<file path="src/rtl/fpr_pkg.sv">
package fpr_pkg;
  localparam int unsigned WORD_W    = 32;
  localparam int unsigned NUM_WORDS = 32;
  localparam int unsigned IDX_W     = $clog2(NUM_WORDS);
  localparam int unsigned PAIR_W    = 2 * WORD_W;
  localparam int unsigned NUM_RD    = 2;

  // control/status layout
  localparam int unsigned RND_LSB   = 0;
  localparam int unsigned FLG_LSB   = 2;
  localparam int unsigned ENA_LSB   = 7;
  localparam int unsigned FLUSH_BIT = 12;
  localparam int unsigned CSR_USED  = FLUSH_BIT + 1;
  localparam logic [WORD_W-1:0] CSR_MASK = WORD_W'((64'd1 << CSR_USED) - 64'd1);

  typedef enum logic [1:0] {
    RND_NEAR = 2'd0,
    RND_ZERO = 2'd1,
    RND_PINF = 2'd2,
    RND_MINF = 2'd3
  } rnd_mode_e;

  typedef enum logic {
    CTL_STATUS = 1'b0,
    CTL_REV    = 1'b1
  } ctl_sel_e;
endpackage

</file>
<file path="src/rtl/fpr_store.sv">
module fpr_store
  import fpr_pkg::*;
#(
  parameter int unsigned W  = WORD_W,
  parameter int unsigned N  = NUM_WORDS,
  parameter int unsigned IW = $clog2(N)
) (
  input  logic               clk,
  input  logic               rst_n,
  input  logic               we,
  input  logic               dbl,
  input  logic [IW-1:0]      idx,
  input  logic [2*W-1:0]     wdata,
  output logic [N-1:0][W-1:0] words,
  output logic               wr_bad
);
  logic [N-1:0]       wen;
  logic [W-1:0]       mem [N];
  logic [W-1:0]       lo_half;
  logic [W-1:0]       hi_half;
  logic [IW-1:0]      odd_idx;

  assign lo_half = wdata[W-1:0];
  assign hi_half = wdata[2*W-1:W];
  assign odd_idx = idx | IW'(1);

  // next-state: per-word write enables
  always_comb begin
    wen    = '0;
    wr_bad = we && dbl && idx[0];
    if (we) begin
      if (!dbl) begin
        wen[idx] = 1'b1;
      end else if (!idx[0]) begin
        wen[idx]     = 1'b1;
        wen[odd_idx] = 1'b1;
      end
    end
  end

  for (genvar i = 0; i < N; i++) begin : g_word
    logic [W-1:0] word_d;
    if (i % 2 == 1) begin : g_odd
      assign word_d = dbl ? hi_half : lo_half;
    end else begin : g_even
      assign word_d = lo_half;
    end
    always_ff @(posedge clk) begin
      if (wen[i]) mem[i] <= word_d;
    end
    assign words[i] = mem[i];
  end


  odd_pair_wr_chk: assert property (@(posedge clk) disable iff (!rst_n)
    (we && dbl && idx[0]) |-> (wen == '0));

  pair_wr_two_chk: assert property (@(posedge clk) disable iff (!rst_n)
    (we && dbl && !idx[0]) |-> ($countones(wen) == 2));

  single_wr_one_chk: assert property (@(posedge clk) disable iff (!rst_n)
    (we && !dbl) |-> ($countones(wen) == 1));
endmodule

</file>
<file path="src/rtl/fpr_rdport.sv">
module fpr_rdport
  import fpr_pkg::*;
#(
  parameter int unsigned W  = WORD_W,
  parameter int unsigned N  = NUM_WORDS,
  parameter int unsigned IW = $clog2(N)
) (
  input  logic                clk,
  input  logic                rst_n,
  input  logic [N-1:0][W-1:0] words,
  input  logic                dbl,
  input  logic [IW-1:0]       idx,
  output logic [2*W-1:0]      rdata,
  output logic                bad
);
  logic [IW-1:0] odd_idx;
  assign odd_idx = idx | IW'(1);

  always_comb begin
    bad = dbl && idx[0];
    if (!dbl) begin
      rdata = {{W{1'b0}}, words[idx]};
    end else if (idx[0]) begin
      rdata = '0;
    end else begin
      rdata = {words[odd_idx], words[idx]};
    end
  end


  single_hi_zero_chk: assert property (@(posedge clk) disable iff (!rst_n)
    !dbl |-> (rdata[2*W-1:W] == '0));

  odd_pair_rd_chk: assert property (@(posedge clk) disable iff (!rst_n)
    (dbl && idx[0]) |-> (rdata == '0 && bad));
endmodule

</file>
<file path="src/rtl/fpr_ctl.sv">
module fpr_ctl
  import fpr_pkg::*;
#(
  parameter logic [WORD_W-1:0] REV_ID = 32'h0000_0301
) (
  input  logic              clk,
  input  logic              rst_n,
  input  logic              wr,
  input  logic              sel,
  input  logic [WORD_W-1:0] wdata,
  output logic [WORD_W-1:0] rdata,
  output logic [1:0]        round_mode
);
  logic [WORD_W-1:0] csr_q;
  logic [WORD_W-1:0] csr_d;
  logic              csr_en;

  always_comb begin
    csr_en = wr && (ctl_sel_e'(sel) == CTL_STATUS);
    csr_d  = wdata & CSR_MASK;
  end

  always_ff @(posedge clk or negedge rst_n) begin
    if (!rst_n)      csr_q <= '0;
    else if (csr_en) csr_q <= csr_d;
  end

  assign rdata      = (ctl_sel_e'(sel) == CTL_REV) ? REV_ID : csr_q;
  assign round_mode = csr_q[RND_LSB +: 2];


  rev_wr_ignored_chk: assert property (@(posedge clk) disable iff (!rst_n)
    (wr && sel) |=> $stable(csr_q));

  rnd_hold_chk: assert property (@(posedge clk) disable iff (!rst_n)
    !wr |=> $stable(round_mode));

  csr_upper_zero_chk: assert property (@(posedge clk) disable iff (!rst_n)
    (!sel) |-> (rdata[WORD_W-1:CSR_USED] == '0));
endmodule

</file>
<file path="src/rtl/fp_regbank.sv">
module fp_regbank
  import fpr_pkg::*;
#(
  parameter logic [31:0] REV_ID = 32'h0000_0301
) (
  input  logic        clk,
  input  logic        rst_n,
  input  logic        wr_en,
  input  logic        wr_dbl,
  input  logic [4:0]  wr_idx,
  input  logic [63:0] wr_data,
  input  logic [4:0]  rda_idx,
  input  logic        rda_dbl,
  output logic [63:0] rda_data,
  input  logic [4:0]  rdb_idx,
  input  logic        rdb_dbl,
  output logic [63:0] rdb_data,
  output logic        bad_pair,
  input  logic        ctl_wr,
  input  logic        ctl_sel,
  input  logic [31:0] ctl_wdata,
  output logic [31:0] ctl_rdata,
  output logic [1:0]  round_mode
);
  logic [1:0]                         rst_sync_q;
  logic                               rst_int_n;
  logic [NUM_WORDS-1:0][WORD_W-1:0]   words;
  logic                               wr_bad;
  logic [IDX_W-1:0]                   rd_idx  [NUM_RD];
  logic                               rd_dbl  [NUM_RD];
  logic [PAIR_W-1:0]                  rd_data [NUM_RD];
  logic [NUM_RD-1:0]                  rd_bad;

  // asynchronous assert, synchronous release
  always_ff @(posedge clk or negedge rst_n) begin
    if (!rst_n) rst_sync_q <= 2'b00;
    else        rst_sync_q <= {rst_sync_q[0], 1'b1};
  end
  assign rst_int_n = rst_sync_q[1];

  fpr_store #(.W(WORD_W), .N(NUM_WORDS), .IW(IDX_W)) u_store (
    .clk   (clk),
    .rst_n (rst_int_n),
    .we    (wr_en),
    .dbl   (wr_dbl),
    .idx   (wr_idx),
    .wdata (wr_data),
    .words (words),
    .wr_bad(wr_bad)
  );

  assign rd_idx[0] = rda_idx;
  assign rd_dbl[0] = rda_dbl;
  assign rd_idx[1] = rdb_idx;
  assign rd_dbl[1] = rdb_dbl;

  for (genvar p = 0; p < NUM_RD; p++) begin : g_rd
    fpr_rdport #(.W(WORD_W), .N(NUM_WORDS), .IW(IDX_W)) u_rd (
      .clk   (clk),
      .rst_n (rst_int_n),
      .words (words),
      .dbl   (rd_dbl[p]),
      .idx   (rd_idx[p]),
      .rdata (rd_data[p]),
      .bad   (rd_bad[p])
    );
  end

  assign rda_data = rd_data[0];
  assign rdb_data = rd_data[1];
  assign bad_pair = wr_bad | (|rd_bad);

  fpr_ctl #(.REV_ID(REV_ID)) u_ctl (
    .clk       (clk),
    .rst_n     (rst_int_n),
    .wr        (ctl_wr),
    .sel       (ctl_sel),
    .wdata     (ctl_wdata),
    .rdata     (ctl_rdata),
    .round_mode(round_mode)
  );


  gen_wr_no_csr_chk: assert property (@(posedge clk) disable iff (!rst_int_n)
    (wr_en && !ctl_wr) |=> $stable(round_mode));
endmodule

</file>
<file path="config.mk">
export PLATFORM = sky130hd
export DESIGN_NAME = fp_regbank
export DESIGN_NICKNAME = d
export VERILOG_FILES = /design/src/rtl/fpr_pkg.sv /design/src/rtl/fpr_store.sv /design/src/rtl/fpr_rdport.sv /design/src/rtl/fpr_ctl.sv /design/src/rtl/fp_regbank.sv
export SDC_FILE = /design/constraint.sdc
export NUM_CORES = 1
export LEC_CHECK = 0
export ABC_CLOCK_PERIOD_IN_PS = 2700
export BUFFER_PORTS_ARGS = -buffer_cell sky130_fd_sc_hd__clkbuf_2
export CAP_MARGIN = 20
export CORE_UTILIZATION = 54
export CTS_CLUSTER_DIAMETER = 80
export DETAILED_ROUTE_END_ITERATION = 16
export HOLD_SLACK_MARGIN = 0.12
export PLACE_DENSITY_LB_ADDON = 0.12
export REMOVE_ABC_BUFFERS = 1
export SYNTH_ARGS = -nofsm -noshare
export SYNTH_HDL_FRONTEND = slang
export SYNTH_SLANG_ARGS = --single-unit
</file>
<file path="constraint.sdc">
create_clock -name clk -period 2.7 [get_ports clk]
set_input_delay 0.27 -clock clk [delete_from_list [all_inputs] [get_ports clk]]
set_output_delay 0.27 -clock clk [all_outputs]
set_load 0.05 [all_outputs]
</file>
==> impl_metrics.toml <==
[finish]
layout_commonest_cell = "edfxtp_1"
final_cell_mix = "edfxtp_1 (1024), mux4_2 (529), buf_4 (182)"
final_cells = 4271
synthToLayoutAreaGrowth_pct = 22.25
finalNetCount = 3116
drive_above_1_share_pct = 47.21
fin_area_um2 = 61130
post-route-util_pct = 66.69

[synthesis]
synth_flop_cell = "edfxtp_1"
yosysWarnings = 0
synth_edf_count = 1024
synth.distinct_cells = 42
synthCells = 2530
ys_seq_area_share_pct = 62.24
synth-seq-cells = 1039
avgSynthCellArea_um2 = 19.77
netlist_area_um2 = 50010
synthArstFlopShare_pct = 1.444

[timing]
final-setup-viol-count = 25
tightestPinTransition_ps = 1125
hold_viol = 0
max_slew_margin_pct = 24.92
fin_skew_ps = 3.450
rsz0062_at_grt = "yes"
hold_slack_ps = 167.9
slew_violations = 0
period_share_pct = 104.6
fin_ws_ps = -123.6
fmax_ghz = 0.3542
finalWorstPathRequiredPeriod_ps = 2824

[global_routing]
overflow = 0
antenna_found_initial = 7
grt_max_degree = 53
grt_pass1_vias = 31109
grt_pass1_wl_um = 229100
grt_use_total_pct = 35.01

[setup_path]
critPathLaunchType = "register"
endpoint_kind = "output pin"
r2r-start = "u_ctl.csr_q[7]"
cp.arrival_ps = 2550
rr_endpoint = "u_ctl.csr_q[7]"
reg2reg_slack_ps = 1920
reg2reg_depth = 1
critPathKind = "register to output pin"
required_ps = 2430
path_max_fanout = 2

[cts]
htreeDepth = 3
path_clk_slew_ps = 60
insertion_delay_ps = 690
tritoncts = "yes"
cts_num_sinks = 1039
cts_root_buffer = "clkbuf_16"
clockBufferDepth = 3
cts_buffers = 107

[die]
fp.coreArea_um2 = 91660
rows = 111
io_pins = 282
die-area_um2 = 93830
initial_core_util_pct = 54.56
die_w_um = 306.3
die_y_um = 306.3

[min_path]
hp-start = "wr_data[63]"
hold-path-cell-count = 2
min_to = "u_store.mem[1][127]"
hold_class = "input pin to register"

[detailed_routing]
viasPerCell = 7.256
drtPass1Iterations = 6
first_iter_violations = 4479
wl_per_cell_um = 37.98
postRouteAntennaNets = 0
drc = 0
wl_um = 162200
num_vias = 30992

[power_and_ir_drop]
pwr-share-comb_pct = 14.4
p_seq_share_pct = 47.3
p_leak_nw = 20.47
power.switching_mw = 9.528
swShare_pct = 24.83
power_frac_clock_pct = 38.3
ir_worst_vdd_v = 0.0005573
p_per_area_nw_per_um2 = 627.8
internal-power_mw = 28.85

[placed_design]
placed_cells = 3976
placed_area_um2 = 55680
port_buffers = 243
hpwl_um = 101300
gp_routability_congestion = 0.8763

[outcome]
status = "finished with violations"
violations = "setup timing"

[run]
drv_cap = 0
-- area by class of cell --
type                            instances  area, um^2
Antenna cell                            1       2.502
Clock buffer                          130        2785
Clock inverter                         66       676.9
Fill cell                            5943       30530
Inverter                                3       11.26
Multi-Input combinational cell       1277       18690
Sequential cell                      1039       31120
Tap cell                             1186        1484
Timing Repair Buffer                  569        6357
-- timing repair --
action                     4_1_cts  5_1_grt
setup endpoints to repair       96       87
hold endpoints to repair       830        0
pin swaps                       13       28
resized for setup              226       74
buffers inserted                19       13
hold buffers                    68        0
-- power by group through the flow --
stage	Clock (mW)	Sequential [mW]	Combinational (mW)
final	14.7	18.1	5.53
after global routing	15.4	18.2	5.71
after CTS	14.9	18.1	5.41
after detailed placement	0	18.5	5.04
after global placement	0	18.4	4.97
after floorplan	0	18.5	2.58
-- synth_stat cells, types with 21 or more instances --
cell         n  area [um^2]
mux2i_1    140         1401
nor2_1      90        337.8
buf_1       31        116.4
buf_2       60        300.3
nor2b_1     44        275.3
buf_4       42        315.3
o22ai_1     86        538.0
mux2_2     129         1453
a211oi_1    32        240.2
clkbuf_1    82        307.8
mux4_2     529        11910
a22oi_1     21        157.7
a221o_1     23        230.2
edfxtp_1  1024        30750
a21oi_1     22        110.1
-- stage by stage --
step	total power [mW]	TNS (ps)	worst slack, ps
global placement	23.42	-71.05	-44.12
CTS	38.39	-1899	-141.3
finish	38.38	-874.5	-123.6
global route	39.30	-3096	-180.7
detailed placement	23.51	-125.9	-35.62
floorplan	21.03	-5280	-189.3
-- layer usage --
layer | track usage (%) | up-vias | share of wire (%) | routed length, um
met5 | 0 | - | 0.021 | 34
li1 | - | 11913 | - | -
met1 | 48.85 | 16348 | 36 | 58720
met3 | 6.871 | 416 | 12 | 19130
met2 | 54.71 | 2309 | 48 | 77300
met4 | 14.36 | 6 | 4.3 | 7024
-- sequential cells by signal, indices dropped and copies added (netlist names) --
| signal | count |
|---|---|
| u_store.mem | 1024 |
| u_ctl.csr_q | 13 |
| rst_sync_q | 2 |
-- worst max-delay path by stage --
| stage | from | to | cells past startpoint | slack [ps] |
|---|---|---|---|---|
| global placement | rda_idx[1] | rda_data[31] | 8 | -40 |
| global route | u_store.mem[1][488] | rdb_data[40] | 4 | -180 |
| detailed placement | rda_idx[1] | rda_data[63] | 6 | -40 |
| CTS | u_store.mem[1][488] | rdb_data[40] | 4 | -140 |
| finish | u_store.mem[1][488] | rdb_data[40] | 4 | -120 |
| floorplan | rdb_idx[0] | rdb_data[0] | 5 | -190 |
-- kinds of logic (layout without fill, tap and decap cells) --
group	Yosys count	count (layout)	share of synthesized area [%]
compound gates	273	273	3.948
xor+xnor	1	1	0.01752
buf+inv	232	768	2.417
flops	1039	1039	62.24
mux	798	798	29.53
other cells	2	21	0.01502
simple gates	185	185	1.831
-- worst max-delay path: stages, from the launching register on --
cell and delay [ps]:
edfxtp_1 400, mux4_2 510, mux4_2 590, nor2b_4 180, buf_12 150
(Power assumes the default switching activity.)
